File: config.mk
export PLATFORM = sky130hd
export DESIGN_NAME = ucode_parity_irq_latch
export DESIGN_NICKNAME = d
export VERILOG_FILES = /design/src/rtl/ucode_parity_irq_latch.sv
export SDC_FILE = /design/constraint.sdc
export NUM_CORES = 1
export LEC_CHECK = 0
export BUFFER_PORTS_ARGS = -buffer_cell sky130_fd_sc_hd__buf_2
export CORE_AREA = 2 2 39 41
export CTS_BUF_LIST = sky130_fd_sc_hd__clkbuf_4
export CTS_CLUSTER_SIZE = 14
export DETAILED_ROUTE_END_ITERATION = 16
export DIE_AREA = 0 0 41 43
export PLACE_DENSITY = 0.3
export RECOVER_POWER = 100
export SKIP_CTS_REPAIR_TIMING = 1
export SYNTH_ARGS = -nofsm -noshare
export SYNTH_HDL_FRONTEND = slang
export SYNTH_SLANG_ARGS = --single-unit
File: constraint.sdc
create_clock -name clk -period 1 [get_ports clk]
set_input_delay 0.05 -clock clk [delete_from_list [all_inputs] [get_ports clk]]
set_output_delay 0.05 -clock clk [all_outputs]
set_load 0.01 [all_outputs]
File: src/rtl/ucode_parity_irq_latch.sv
module ucode_parity_irq_latch #(
  parameter int PAR_W = 6
) (
  input  logic             clk,
  input  logic             rst,
  input  logic             hold,
  input  logic [PAR_W-1:0] par_bits,
  input  logic             irq_req_n,
  input  logic             clr_n,
  output logic             par_err,
  output logic             irq_flag
);

  logic bad_word;
  logic err_next;
  logic irq_next;

  assign bad_word = ^par_bits;
  assign err_next = (!clr_n && !bad_word) ? 1'b0 : (bad_word | par_err);
  assign irq_next = !clr_n ? 1'b0 : (irq_flag | !irq_req_n);

  always_ff @(posedge clk) begin
    if (rst) begin
      par_err  <= 1'b0;
      irq_flag <= 1'b0;
    end else if (!hold) begin
      par_err  <= err_next;
      irq_flag <= irq_next;
    end
  end

endmodule

### Yosys cells after proc, flatten, opt, wreduce, memory -nomap -nowiden

Cells that the tools add are included.

| word-level totals | value |
|---|---|
| flip-flop bits (word level) | 2 |
| input bits | 11 |
| output and inout port bits | 2 |
| word-level logic and storage cells | 11 |

| cells by class | value |
|---|---|
| mux-type cells | 2 |
| bitwise gates (word level) | 2 |
| reductions and logical operators | 5 |

Operators with widths:

| cell | number |
|---|---|
| parity 6 bit | 1 |
| zero test 1 bit | 3 |
| 2-to-1 mux 1 bit | 2 |
| OR 1 bit | 2 |
| logical AND 1 bit | 1 |

### Longest topological paths before layout

Gate-level depths: netlist of run 1.

| depth | value |
|---|---|
| depth in word-level cells | 4 |
| depth in mapped cells | 4 |

### Worst setup path after synthesis of run 1

Ideal clock, no wire load.

| timing | value |
|---|---|
| path kind | input port to flip-flop |
| start point | input par_bits[4] |
| end point | register par_err |
| library setup time | 0.122 ns |
| data arrival time | 0.697 ns |
| required time | 0.878 ns |
| path slack | 0.181 ns |
| cell stages on the path | 4 |
| cells stage by stage | xor2_1 -> xnor3_1 -> nand2b_1 -> a21oi_2 |

| between the ends | value |
|---|---|
| longest elaborated chain between the ends | 4 |

Ends and longest elaborated chain:

| element | RTL line | text |
|---|---|---|
| start: declaration | 7 | `input logic [PAR_W-1:0] par_bits,` |
| parity 6 bit (*) | 18 | `assign bad_word = ^par_bits;` |
| zero test 1 bit | 19 | `assign err_next = (!clr_n && !bad_word) ? 1'b0 : (bad_word \| par_err);` |
| logical AND 1 bit | 19 |  |
| 2-to-1 mux 1 bit (*) | 19 |  |
| end signal: assignment | 27 | `par_err <= err_next;` |
| end: declaration | 10 | `output logic par_err,` |

Every way passes the cells marked *; elsewhere a longest branch is shown, timed or not.
A chain may end at the register's enable or synchronous reset.

### Worst setup path after layout of run 1

| timing | value |
|---|---|
| start point | input par_bits[1] |
| end point | register par_err |

Same word-level chain as after synthesis.

==> key figures, run 1 <==
Run status
  • Status: finished clean

CTS
  • H-tree lvl count: 1
  • TritonCTS clock tree: done
  • CTS buffer count: 3
  • CTS max path bufs: 2
  • Register clock-pin slew on the reported worst setup and hold paths: 30 ps
  • Clk Latency, worst-skew pair: 220 ps
  • Clock root cell: clkbuf_4
  • Clk sink count: 2

STA
  • Sum Neg Setup Slack: 0 ps
  • Setup violations, final: 0
  • Slew @ Worst Pin: 220.3 ps
  • RSZ-0062 raised after global routing: no
  • Max-slew violations: 0
  • Peak Freq: 1296 MHz
  • Slew margin rel.: 85.21%
  • Skew final: 0 ps
  • Crit path time final: 771.4 ps
  • Post-route clock period utilization: 77.14%
  • Setup ws final: 228.6 ps
  • Fin. Hold Viols: 0

Place
  • Post-DP HPWL: 343.2 um
  • DP Cell Count: 41
  • Place WS: -29.66 ps
  • Gpl congestion: 0.5679
  • IO buf count: 12
  • Cell Area, Placed: 205.2 sq um

Worst hold path
  • Tightest Hold Check Type: in -> reg

Yosys
  • Synthesized area per cell: 9.625 sq um
  • Top-area cell type share of the netlist area: 32.00%
  • Warnings from Yosys: 0
  • FF+latch count, synth: 2
  • Count of cell types in the netlist: 9
  • Synth area leaders: dfxtp_1, xnor3_1, xor2_1, nor2_1, a21oi_2
  • Syn Nets: 24
  • Mapped cell area: 125.1 sq um
  • Post-Synthesis Cells: 13
  • Cell taking the most area after synthesis: dfxtp_1
  • Seq/Total Area, Yosys: 32.00%

Setup path
  • Critical path launch point type: primary input
  • Setup slack, reg-to-reg: 400 ps
  • WP data arrival: 870 ps
  • R2r startpoint: par_err$_SDFFE_PP0N_
  • Reg2Reg Depth: 2
  • Reg2reg end: par_err$_SDFFE_PP0N_
  • WS Path Type: in -> reg
  • Crit path from: par_bits[1]
  • Crit. End Element: flop
  • CP endpoint: par_err$_SDFFE_PP0N_
  • CP required: 1100 ps
  • Crit-path max FO: 1

Die
  • Initial Utilization: 9.042%
  • Die Wd: 41 um
  • Die area: 0.001763 sq mm
  • Die Y: 43 um
  • I/O Pins: 13
  • Site Rows: 14
  • Core Area: 0.001384 sq mm

Route
  • Final ANT Viol Nets: 0
  • Total wire length: 402 um
  • DR vias/cell: 3.273
  • WL per Instance: 9.136 um
  • Drt first pass iters: 2
  • DR vias: 144
  • Iter 0 DRT Violations: 1
  • # DRC: 0

Global route
  • Largest net degree at the start of global routing: 5
  • First-pass GRT wire length: 600 um
  • Antenna violations before repair: 0
  • Met1 Resource Use GR: 6.070%
  • Met3 Use GR: 7.853%
  • Gr busiest metal: met3
  • M2 GR Usage: 6.875%
  • Gr ovfl total: 0
  • Via count of the first global-routing pass: 162
  • Total track usage: 5.912%

Final layout
  • Share of cells above drive strength 1: 46.43%
  • N_diodes: 0
  • Nets: 41
  • Most common cell after layout, fill and taps aside: buf_2
  • Final Instance Area: 221.5 sq um
  • Fillers: 178
  • Leading cell types in the layout, fill and taps excluded: buf_2, nor2_1, clkbuf_4
  • Post-Layout Cell Count: 44
  • Area growth syn-to-layout: 77.00%

Power and ir drop
  • Seq pwr share: 26.5%
  • Power Dens Cells: 1568 mW/mm^2
  • Comb pwr share: 23.5%
  • Part of the power in the clock network: 50.0%
  • Peak supply drop: 431.4 uV
  • Switching fraction of total power: 22.51%
  • Leak Pwr: 0.1093 nW
  • Switching pwr: 0.00007816 W
  • Int Pwr: 0.0002690 W

Job
  • Max-Cap Viols: 0
[logic make-up after synthesis]
kind of cell     share of synthesized area (%)
AO/OA/AOI/OAI                            11.00
XOR/XNOR                                 39.00
flip-flops                               32.00
AND/OR/NAND/NOR                          18.00
[critical path, cell delays in order]
cell and delay (ps):
buf_2 100, xnor2_1 220, xnor3_1 350, nand2b_1 80, a21oi_1 70
[power groups by stage]
stage,Sequential (W),Combinational (W),Clock [W]
global route,0.0000931,0.0000924,0.000198
floorplan,0.0000969,0.0000466,0
global placement,0.0000930,0.0000870,0
detailed placement,0.0000930,0.0000899,0
finish,0.0000920,0.0000815,0.000174
CTS,0.0000919,0.0000906,0.000185
[cell usage after synthesis]
| cell type | instances |
|---|---|
| o21ai_0 | 1 |
| xor2_1 | 2 |
| a21oi_2 | 1 |
| nand2b_1 | 1 |
| dfxtp_1 | 2 |
| nor3_1 | 1 |
| nor2_1 | 3 |
| xnor3_1 | 1 |
| xnor2_1 | 1 |
[registers in the layout, indices dropped and copies added, names as in the netlist]
signal and flops:
irq_flag 1, par_err 1
[worst min-delay path by stage]
stage | cells past startpoint | start | slack, ps | endpoint
3_5_place_dp | 2 | rst | 240 | par_err$_SDFFE_PP0N_
3_3_place_gp | 2 | rst | 230 | par_err$_SDFFE_PP0N_
4_1_cts | 2 | rst | 3 | par_err$_SDFFE_PP0N_
2_1_floorplan | 1 | rst | 110 | par_err$_SDFFE_PP0N_
6_report | 2 | rst | 10 | irq_flag$_SDFFE_PP0N_
5_1_grt | 2 | rst | 20 | par_err$_SDFFE_PP0N_
[final cells by class]
class | count | area [sq um] | share of cell area (%)
repair buffers | 12 | 57.56 | 25.99
multi-input cells | 11 | 81.33 | 36.72
well taps | 16 | 20.02 | 9.040
flip-flops and latches | 2 | 40.04 | 18.08
clock buffers | 3 | 22.52 | 10.17
[routing by layer]
layer,up-vias,routed length [um]
met1,55,160
met2,15,143
met5,-,0
met3,0,98
li1,74,-
met4,0,0
[stage by stage]
stage	total power [W]	hold slack, ps	util [%]
finish	0.0003472	9.867	16.00
global route	0.0003837	16.26	16.00
CTS	0.0003680	3.303	16.46
detailed placement	0.0001829	236.8	14.83
global placement	0.0001800	234.3	14.83
floorplan	0.0001435	112.4	-
Power figures use the tool's default switching activity.
==> inputs of run 2 (changes only) <==
clock period = 0.8 ns   (was 1 ns; I/O delays follow)
==> key figures, run 2 (synthesized netlist as in run 1, its figures left out) <==
Run status
  • Status: finished clean

STA
  • Slew @ Worst Pin: 182.8 ps
  • Slew margin rel.: 87.72%
  • WHS: 101.7 ps
  • Sum Neg Setup Slack: 0 ps
  • Crit path time final: 719.3 ps
  • Peak Freq: 1390 MHz
  • Fin. Hold Viols: 0
  • Max-slew violations: 0
  • Post-route clock period utilization: 89.92%
  • Setup violations, final: 0
  • Setup ws final: 80.66 ps
  • RSZ-0062 raised after global routing: no
  • Skew final: 0 ps

Final layout
  • N_diodes: 0
  • Share of cells above drive strength 1: 48.28%
  • Nets: 42
  • Area growth syn-to-layout: 86.00%
  • Biggest regs: irq_flag: 1 flops, par_err: 1 flops
  • Most common cell after layout, fill and taps aside: buf_2
  • Leading cell types in the layout, fill and taps excluded: buf_2, nor2_1, clkbuf_4

Global route
  • Gr ovfl total: 0
  • Via count of the first global-routing pass: 184
  • Antenna violations before repair: 0
  • Total track usage: 5.817%
  • First-pass GRT wire length: 586 um
  • Largest net degree at the start of global routing: 5

Place
  • IO buf count: 12
  • Place WS: -173.0 ps
  • Post-DP HPWL: 354.9 um
  • Gpl congestion: 0.5263

Job
  • Max-Cap Viols: 0

CTS
  • H-tree lvl count: 1
  • TritonCTS clock tree: done
  • CTS max path bufs: 2
  • Clock root cell: clkbuf_4
  • Register clock-pin slew on the reported worst setup and hold paths: 30 ps
  • Clk Latency, worst-skew pair: 220 ps
  • Clk sink count: 2
  • CTS buffer count: 3

Power and ir drop
  • Switching fraction of total power: 22.85%
  • Int Pwr: 0.0003415 W
  • Seq pwr share: 26.1%
  • Peak supply drop: 468.1 uV
  • Comb pwr share: 23.7%
  • Power Total: 0.0004427 W
  • Part of the power in the clock network: 50.2%
  • Switching pwr: 0.0001012 W
  • Power Dens Cells: 1902 mW/mm^2
  • Leak Pwr: 0.1174 nW

Route
  • WL per Instance: 9.200 um
  • DR vias/cell: 3.422
  • # DRC: 0
  • DR vias: 154
  • Iter 0 DRT Violations: 2
  • Drt first pass iters: 2
  • Final ANT Viol Nets: 0
  • Total wire length: 414 um

Setup path
  • WS Path Type: in -> reg
  • Family with the most delay on the worst path: XOR/XNOR gates
  • Bufs and invs on worst path: 1
  • Slowest stage cell, crit path: xnor3_1
  • Setup slack, reg-to-reg: 190 ps
  • Critical path launch point type: primary input
  • Crit-path max FO: 1
  • Critical-path cell list: buf_2 > xor2_1 > xnor3_1 > nand2b_1 > a21oi_1
  • CP required: 910 ps
  • WP data arrival: 830 ps
  • CP peak stage delay: 400 ps
  • Crit. End Element: flop

Die
  • Core Area: 0.001384 sq mm
  • I/O Pins: 13
  • Die Wd: 41 um
  • Site Rows: 14
  • Die area: 0.001763 sq mm
  • Die Y: 43 um
  • Initial Utilization: 9.042%

Worst hold path
  • Tightest Hold Check Type: in -> reg
[run 2: changes by cell type in the layout (fill, tap and decap cells not counted)]
cell	previous run	this run
clkbuf_1	2	1
dlygate4sd3_1	0	1
clkbuf_2	0	2
buf_2	10	9
[run 2: path summary, 6_finish.rpt]
| kind | startpoint | endpoint | cells after the start |
|---|---|---|---|
| max | par_bits[2] | par_err$_SDFFE_PP0N_ | 5 |
| min | irq_req_n | irq_flag$_SDFFE_PP0N_ | 4 |
| max reg2reg | par_err$_SDFFE_PP0N_ | par_err$_SDFFE_PP0N_ | 2 |
| min reg2reg | par_err$_SDFFE_PP0N_ | par_err$_SDFFE_PP0N_ | 2 |
[run 2: per-layer routing]
metal | vias to the layer above | share of wire (%) | wire length (um) | track usage [%]
li1 | 77 | - | - | -
met1 | 62 | 40 | 166 | 3.846
met2 | 13 | 35 | 144 | 7.187
met3 | 2 | 23 | 94 | 7.330
met4 | 0 | 1.9 | 8 | 6.000
met5 | - | 0 | 0 | 0
[run 2: area by class of cell]
class	instances	area (sq um)
fill	163	1151
multi-input combinational	11	81.33
timing repair buffer	13	68.82
sequential	2	40.04
clock buffer	3	22.52
tap	16	20.02
[run 2: through the flow]
| step | cells | instance area [sq um] | utilization, % |
|---|---|---|---|
| 2_1_floorplan | 13 | 125.1 | - |
| 3_3_place_gp | 41 | 205.2 | 14.83 |
| 3_5_place_dp | 41 | 205.2 | 14.83 |
| 4_1_cts | 44 | 227.7 | 16.46 |
| 5_1_grt | 45 | 232.7 | 16.82 |
| 6_report | 45 | 232.7 | 16.82 |
[run 2: power groups by stage]
| stage | Clock [W] | Combinational (W) | Sequential [W] |
|---|---|---|---|
| 3_3_place_gp | 0 | 0.000108 | 0.000116 |
| 6_report | 0.000222 | 0.000105 | 0.000116 |
| 3_5_place_dp | 0 | 0.000110 | 0.000117 |
| 2_1_floorplan | 0 | 0.0000579 | 0.000121 |
| 4_1_cts | 0.000240 | 0.000110 | 0.000115 |
| 5_1_grt | 0.000251 | 0.000116 | 0.000117 |
[run 2: tightest hold or removal path, cell delays in order]
cell and delay, ps:
buf_2 70, nor2_1 30, nor2_1 80, nor3_1 50
